$ cat src/rtl/flash_hold_pkg.sv
package flash_hold_pkg;

  typedef enum logic [1:0] {
    ST_IDLE  = 2'd0,
    ST_WATCH = 2'd1,
    ST_GRANT = 2'd2
  } holdState_t;

  // control -> datapath
  typedef struct packed {
    logic cntClear;
    logic cntEnable;
  } ctlStrobes_t;

  // datapath -> control
  typedef struct packed {
    logic sleepRise;
    logic csActive;
    logic windowDone;
  } dpStatus_t;

endpackage

$ cat src/rtl/fha_sync.sv
module fha_sync #(
  parameter int   STAGES    = 2,
  parameter logic RESET_VAL = 1'b1
) (
  input  logic clk,
  input  logic rstN,
  input  logic din,
  output logic dout
);
  logic [STAGES-1:0] chain;

  generate
    for (genvar s = 0; s < STAGES; s++) begin : g_stage
      if (s == 0) begin : g_first
        always_ff @(posedge clk or negedge rstN) begin
          if (!rstN) chain[0] <= RESET_VAL;
          else       chain[0] <= din;
        end
      end else begin : g_next
        always_ff @(posedge clk or negedge rstN) begin
          if (!rstN) chain[s] <= RESET_VAL;
          else       chain[s] <= chain[s-1];
        end
      end
    end
  endgenerate

  assign dout = chain[STAGES-1];
endmodule

$ cat src/rtl/fha_datapath.sv
module fha_datapath
  import flash_hold_pkg::*;
#(
  parameter int QUIET_CYCLES = 160000,
  parameter int SYNC_STAGES  = 2
) (
  input  logic        clk,
  input  logic        rstN,
  input  logic        sleepReqN,
  input  logic        csN,
  input  ctlStrobes_t ctl,
  output dpStatus_t   stat
);
  localparam int CNT_W = $clog2(QUIET_CYCLES + 1);
  localparam logic [CNT_W-1:0] LAST_CNT = CNT_W'(QUIET_CYCLES - 1);

  logic sleepSyncN;
  logic csSyncN;
  logic sleepPrev;
  logic [CNT_W-1:0] winCnt;

  fha_sync #(.STAGES(SYNC_STAGES), .RESET_VAL(1'b1)) sleepSync_i (
    .clk(clk), .rstN(rstN), .din(sleepReqN), .dout(sleepSyncN)
  );

  fha_sync #(.STAGES(SYNC_STAGES), .RESET_VAL(1'b1)) csSync_i (
    .clk(clk), .rstN(rstN), .din(csN), .dout(csSyncN)
  );

  // sleepPrev holds "sleep asserted" from the previous cycle
  always_ff @(posedge clk or negedge rstN) begin
    if (!rstN) sleepPrev <= 1'b0;
    else       sleepPrev <= !sleepSyncN;
  end

  // quiet-window counter
  always_ff @(posedge clk or negedge rstN) begin
    if (!rstN)                               winCnt <= '0;
    else if (ctl.cntClear)                   winCnt <= '0;
    else if (ctl.cntEnable && winCnt != LAST_CNT) winCnt <= winCnt + 1'b1;
  end

  always_comb begin
    stat.sleepRise  = !sleepSyncN && !sleepPrev;
    stat.csActive   = !csSyncN;
    stat.windowDone = (winCnt == LAST_CNT);
  end
endmodule

$ cat src/rtl/fha_control.sv
module fha_control
  import flash_hold_pkg::*;
(
  input  logic        clk,
  input  logic        rstN,
  input  dpStatus_t   stat,
  input  logic        workPending,
  input  logic        workDone,
  input  logic        hostWorking,
  output ctlStrobes_t ctl,
  output logic        holdoffN,
  output logic        flashGrant
);
  holdState_t state, nextState;
  logic booted;
  logic dropBoot;

  always_comb begin
    nextState = state;
    dropBoot  = 1'b0;
    unique case (state)
      ST_IDLE: begin
        if (booted && stat.sleepRise && workPending) nextState = ST_WATCH;
      end
      ST_WATCH: begin
        if (stat.csActive) begin
          nextState = ST_IDLE;   // host still on the flash: global reset
          dropBoot  = 1'b1;
        end else if (stat.windowDone) begin
          nextState = ST_GRANT;
        end
      end
      ST_GRANT: begin
        if (workDone) nextState = ST_IDLE;
      end
      default: nextState = ST_IDLE;
    endcase
  end

  always_ff @(posedge clk or negedge rstN) begin
    if (!rstN) state <= ST_IDLE;
    else       state <= nextState;
  end

  // armed only after the host has reached the working state
  always_ff @(posedge clk or negedge rstN) begin
    if (!rstN)            booted <= 1'b0;
    else if (dropBoot)    booted <= 1'b0;
    else if (hostWorking) booted <= 1'b1;
  end

  always_comb begin
    ctl.cntEnable = (state == ST_WATCH);
    ctl.cntClear  = (state != ST_WATCH);
    holdoffN      = (state == ST_IDLE);
    flashGrant    = (state == ST_GRANT);
  end
endmodule

$ cat src/rtl/flash_holdoff_arb.sv
module flash_holdoff_arb
  import flash_hold_pkg::*;
#(
  parameter int QUIET_CYCLES = 160000,
  parameter int SYNC_STAGES  = 2
) (
  input  logic clk,
  input  logic rstN,
  input  logic sleepReqN,
  input  logic csN,
  input  logic workPending,
  input  logic workDone,
  input  logic hostWorking,
  output logic holdoffN,
  output logic flashGrant
);
  ctlStrobes_t ctl;
  dpStatus_t   stat;

  fha_datapath #(.QUIET_CYCLES(QUIET_CYCLES), .SYNC_STAGES(SYNC_STAGES)) dp_i (
    .clk(clk), .rstN(rstN), .sleepReqN(sleepReqN), .csN(csN),
    .ctl(ctl), .stat(stat)
  );

  fha_control ctrl_i (
    .clk(clk), .rstN(rstN), .stat(stat),
    .workPending(workPending), .workDone(workDone), .hostWorking(hostWorking),
    .ctl(ctl), .holdoffN(holdoffN), .flashGrant(flashGrant)
  );
endmodule

$ cat config.mk
export PLATFORM = sky130hd
export DESIGN_NAME = flash_holdoff_arb
export DESIGN_NICKNAME = d
export VERILOG_FILES = /design/src/rtl/flash_hold_pkg.sv /design/src/rtl/fha_sync.sv /design/src/rtl/fha_datapath.sv /design/src/rtl/fha_control.sv /design/src/rtl/flash_holdoff_arb.sv
export SDC_FILE = /design/constraint.sdc
export NUM_CORES = 1
export LEC_CHECK = 0
export ABC_AREA = 1
export BUFFER_PORTS_ARGS = -buffer_cell sky130_fd_sc_hd__buf_2
export CAP_MARGIN = 40
export CELL_PAD_IN_SITES_DETAIL_PLACEMENT = 1
export CELL_PAD_IN_SITES_GLOBAL_PLACEMENT = 2
export CORE_MARGIN = 8
export CORE_UTILIZATION = 31
export CTS_CLUSTER_DIAMETER = 50
export DETAILED_ROUTE_END_ITERATION = 7
export PLACE_DENSITY_LB_ADDON = 0.05
export SKIP_CTS_REPAIR_TIMING = 1
export SYNTH_ARGS = -nofsm -noshare
export SYNTH_HDL_FRONTEND = slang
export SYNTH_SLANG_ARGS = --single-unit
$ cat constraint.sdc
create_clock -name clk -period 1.2 [get_ports clk]
set_input_delay 0 -clock clk [delete_from_list [all_inputs] [get_ports clk]]
set_output_delay 0 -clock clk [all_outputs]
set_load 0.01 [all_outputs]
### Word level (Yosys, flattened, before mapping)

Index checks and enable logic that the tools add are counted.

| word-level totals | value |
|---|---|
| bits in writable memories | 0 |
| memories kept | 0 |
| latch bits | 0 |
| memory bits (read-only) | 0 |
| flip-flop bits (word level) | 26 |

| cells by class | value |
|---|---|
| $add $sub $neg | 1 |
| shift operators | 0 |
| div/mod/pow operators | 0 |
| muxes and demuxes | 11 |
| $mul | 0 |
| bitwise logic cells | 0 |
| equal/unequal tests | 8 |
| order comparisons | 0 |
| reduce and logical (&&, ||, !) cells | 10 |

Operators by type and width:

| operator | count |
|---|---|
| 2-to-1 mux 18 bit | 2 |
| adder 18 x 1 -> 18 bit, second input constant | 1 |
| == test 18 bit, second input constant | 1 |
| inequality test 18 bit, second input constant | 1 |
| 2-to-1 mux 2 bit | 4 |
| case mux 2 bit (3 select lines) | 1 |
| logical AND 1 bit | 4 |
| 2-to-1 mux 1 bit | 4 |
| inequality test 2 x 1 -> 1 bit, second input constant | 2 |
| nonzero test 2 bit | 2 |
| inequality test 3 x 2 -> 1 bit, second input constant | 1 |
| AND reduction 3 bit | 1 |
| == test 2 x 1 -> 1 bit, second input constant | 1 |
| == test 2 bit, second input constant | 1 |
| zero test 1 bit | 2 |
| zero test 2 bit | 1 |
| inequality test 2 bit, second input constant | 1 |

### Longest topological paths before layout

| logic depth | value |
|---|---|
| depth after elaboration | 6 |
| depth in mapped cells | 8 |
| gate-level depth less buffers | 8 |

### By module

Synthesis repeated with hierarchy kept, for this count alone.

| second synthesis, totals | value |
|---|---|
| cell total of the unflattened synthesis | 205 |
| area total of the unflattened synthesis | 1503.9 um^2 |

By module, submodules not included:

| module | cells each | seq. area each (um^2) | times used | area an instance (um^2) |
|---|---|---|---|---|
| fha_datapath | 178 | 475.5 | 1 | 1226.2 |
| fha_control | 23 | 75.1 | 1 | 172.7 |
| fha_sync | 2 | 52.6 | 2 | 52.6 |

### Worst setup path after synthesis

Ideal clock, no wire load.

| timing | value |
|---|---|
| path type | register to register |
| from | reg dp_i.winCnt[0] |
| to | reg dp_i.winCnt[4] |
| path slack | -95 ps |
| clock period less this slack | 1295 ps |
| library setup time | 121 ps |
| data required time | 1079 ps |
| arrival time | 1173 ps |
| cell stages (with the launch flop) | 6 |
| path through | dfrtp_1 ha_1 and3_1 or2_2 nand3_1 nand2_1 |

| on the way | value |
|---|---|
| word-level cells in the longest chain between the ends | 3 |
| elaborated cells between the ends (all ways) | 6 |
| classes of those cells | 1 x add/sub; 1 x eq/ne; 2 x mux; 2 x reduce/logical |

Ends and longest elaborated chain:

| element | line | source |
|---|---|---|
| from (decl) | fha_datapath.sv:20 | `logic [CNT_W-1:0] winCnt;` |
| from (signal assigned) | fha_datapath.sv:40 | `else if (ctl.cntEnable && winCnt != LAST_CNT) winCnt <= winCnt + 1'b1;` |
| adder 18 x 1 -> 18 bit / inequality test 18 bit (equally long branches) | fha_datapath.sv:40 |  |
| 2-to-1 mux 18 bit / logical AND 1 bit (equally long branches) | fha_datapath.sv:40 |  |
| 2-to-1 mux 18 bit / nonzero test 2 bit (equally long branches) | - |  |

Parallel ways exist; a longest one is shown, timed or not. The select of a mux whose other input is x is not followed.
A chain may end at the register's enable or synchronous reset.

### Final worst setup path

| timing | value |
|---|---|
| from | reg dp_i.winCnt[1] |
| to | reg ctrl_i.state[1] |

| on the way | value |
|---|---|
| word-level cells in the longest chain between the ends | 3 |

Ends and longest elaborated chain:

| element | line | source |
|---|---|---|
| == test 18 bit | fha_datapath.sv:46 | `stat.windowDone = (winCnt == LAST_CNT);` |
| inequality test 3 x 2 -> 1 bit (no line) | - |  |
| AND reduction 3 bit (no line) | - |  |
| to (signal assigned) | fha_control.sv:42 | `else state <= nextState;` |
| to (decl) | fha_control.sv:14 | `holdState_t state, nextState;` |

Every way passes these cells.

==> summary.md <==
| Metric | Value |
|---|---|
| Pwr dens | 932.1 nW/um^2 |
| FF+latch count, synth | 26 |
| Arr. time, crit path | 1.66 ns |
| Reg2reg start | dp_i.winCnt[1] |
| Maximum clock rate | 0.6963 GHz |
| Post-synthesis cell area | 1393 sq um |
| R2r setup slk | -0.24 ns |
| Number of global-route vias before repair | 1428 |
| Clk pin slew, worst setup/hold paths | 0.10 ns |
| FP Rows | 24 |
| Min-Delay Endpoint | ctrl_i.state[0] |
| P_int | 1424 uW |
| Hold Crit Depth | 3 |
| CTS tree | yes |
| Die Height | 83.03 um |
| Leakage | 0.0009066 uW |
| HP Class | in2reg |
| H-Tree Level Count | 1 |
| Worst Path Max Fanout | 4 |
| CTS root buf | clkbuf_8 |
| Synthesis-to-finish area growth | 40.79% |
| Reg2reg end | ctrl_i.state[1] |
| Required time of the critical path | 1.43 ns |
| Setup crit start kind | flip-flop |
| Non-filler cells, final | 284 |
| Tot Pwr | 1827 uW |
| Initial antenna violation count | 0 |
| CP endpoint kind | flip-flop |
| Share of cells above drive strength 1 | 37.50% |
| IO Count | 9 |
| Ant diodes | 0 |
| Yosys Warn Count | 0 |
| Headroom to the max-slew limit | 59.22% |
| Final Hold Fails | 0 |
| Vias post-DR | 1353 |
| DR DRC count | 0 |
| Synthesized Nets | 195 |
| Cell count after synthesis | 187 |
| DR pass1 iterations | 4 |
| Area after DPL | 1689 sq um |
| CTS Buffer Depth | 2 |
| Worst skew pair latency | 0.28 ns |
| Main synth FF type | dfrtp_1 |
| Worst slew pin tran | 0.6117 ns |
| Per-cell routed wire length | 14.14 um |
| Peak supply drop | 0.4041 mV |
| Antenna Nets Post-Route | 0 |
| Post-route clock period utilization | 119.7% |
| DIE WIDTH | 83.03 um |
| Dpl hpwl | 3128 um |
| HP Start | workPending |
| Status | finished, violations left |
| Combinational share of power | 9.2% |
| Crit path kind | reg2reg |
| Drt via density | 4.764 |
| Violated checks | setup timing |
| Post-synth EDFFs | 0 |
| Seq pwr share | 49.9% |
| PortBufs | 8 |
| DP Cell Count | 269 |
| Clk sinks | 26 |
| RSZ-0062 raised after global routing | true |
| Die area | 6893 sq um |
| Total grt overflow | 0 |
| Fin crit period | 1.436 ns |
| Sequential area share after synthesis | 47.08% |
| Clock Power Share | 40.9% |
| Largest net degree at the start of global routing | 27 |
| Max_cap viols | 0 |
| Average size of a mapped cell | 7.447 sq um |
| Hold_ws | 0.01414 ns |
| DR iter-0 viols | 18 |
| Synth unique cells | 24 |
| Layout Nets | 241 |
| Count of pins over their slew limit | 0 |
| Placement Setup Slack | -0.2149 ns |
| Final Cell Area | 1961 sq um |
| Final worst slack | -0.2361 ns |
| Switching power | 403.9 uW |
| Sw Ratio | 22.10% |
| GPL Wtd Cong | 0.7811 |
| Final setup fails | 19 |
| WL final | 4015 um |
| Cells on worst reg2reg path | 8 |
| Num CTS Buffers | 3 |
| First-pass GRT wire length | 6782 um |
| Core area | 4354 sq um |
| Clk_skew | 0.01014 ns |
| Starting Density | 31.98% |
| Share of synthesized flip-flops with an asynchronous set or reset | 100.0% |
| GRT Util Overall | 11.67% |
[power groups by stage]
stage | Combinational (uW) | Sequential [uW] | Clock (uW)
global route | 189 | 915 | 808
floorplan | 58.7 | 928 | 0
global placement | 137 | 928 | 0
CTS | 141 | 913 | 786
finish | 168 | 912 | 748
detailed placement | 140 | 929 | 0
[logic make-up (layout without fill, tap and decap cells)]
family	count (synthesis)	in the layout	share of synthesized area, %
simple gates	117	117	37.74
fa+ha+maj	1	1	0.8983
flops	26	26	47.08
xor+xnor	1	1	0.6290
buf+inv	28	73	8.086
compound gates	14	14	5.571
[worst max path at each step]
stage	from	end	slack, ns	cells past startpoint
2_1_floorplan	dp_i.winCnt[0]	dp_i.winCnt[14]	-0.05	8
5_1_grt	dp_i.winCnt[1]	ctrl_i.state[1]	-0.34	8
4_1_cts	dp_i.winCnt[1]	dp_i.winCnt[7]	-0.25	7
3_3_place_gp	dp_i.winCnt[9]	ctrl_i.state[1]	-0.09	7
3_5_place_dp	dp_i.winCnt[1]	dp_i.winCnt[7]	-0.21	7
6_report	dp_i.winCnt[1]	ctrl_i.state[1]	-0.24	8
[cell usage in the layout (no fill, tap or decap)]
master and instances:
a31oi_1 3, nor3_2 2, buf_6 2, o21ai_2 1
o21ai_1 3, dfrtp_2 3, ha_2 1, nand3_2 7
inv_4 1, o21ai_0 1, buf_2 8, dfstp_2 4
dlygate4sd3_1 5, nand4_1 4, and3_4 1, or2_4 1
clkbuf_8 3, nand3_1 6, a21oi_1 4, inv_2 1
o31ai_1 1, nor3_1 5, nor2_2 6, nand3b_1 1
inv_1 25, buf_4 27, dfrtp_1 19, nand2_1 43
nor2_4 7, xor2_1 1, nand2_4 2, bufinv_16 1
o22ai_1 1, nand2_2 9, nor2_1 23
[through the flow]
step,setup TNS [ns],utilization [%]
5_1_grt,-4.427,45.03
3_3_place_gp,-1.219,38.79
2_1_floorplan,-0.2306,-
6_report,-2.041,45.03
3_5_place_dp,-2.188,38.79
4_1_cts,-2.817,40.43
[routing by layer]
metal / part of all wire [%] / global-route usage [%]
met1: 45 / 14.82
met2: 51 / 20.08
met3: 2.9 / 1.855
met4: 0.62 / 2.396
met5: 0 / 0
[critical path, cell delays in order, from the launching register on]
cell	delay, ns
dfrtp_1	0.38
ha_2	0.20
nand2_2	0.05
inv_2	0.08
nand3b_1	0.18
buf_6	0.18
nor2_4	0.14
nand4_1	0.09
nand2_1	0.07
[cells in the mapped netlist, types with 4 or more instances]
cell type | instances | area (sq um)
dfrtp_1 | 22 | 550.5
nor2_4 | 4 | 45.04
o21ai_0 | 4 | 20.02
nand2_2 | 4 | 25.02
dfstp_2 | 4 | 105.1
a21oi_1 | 4 | 20.02
nor3_1 | 7 | 35.03
nor2_1 | 31 | 116.4
nand3_1 | 13 | 65.06
nand2_1 | 50 | 187.7
inv_1 | 26 | 97.59
nand4_1 | 4 | 25.02
[flip-flops by register name, summed over array words and instances, names as in the netlist]
| register | count |
|---|---|
| ctrl_i.booted | 1 |
| dp_i.csSync_i.chain | 1 |
| dp_i.sleepPrev | 1 |
| dp_i.csSync_i.dout | 1 |
| ctrl_i.state | 2 |
| dp_i.sleepSync_i.dout | 1 |
| dp_i.winCnt | 18 |
| dp_i.sleepSync_i.chain | 1 |
[final cells by class]
class                      count  area, sq um
fill                         538         2394
clock inverter                 1        30.03
multi-input combinational    133        745.7
inverter                      27        103.9
timing repair buffer          42        315.3
tap                           52        65.06
sequential                    26        659.4
clock buffer                   3        41.29
No activity file was read; power rests on OpenSTA's default activity.
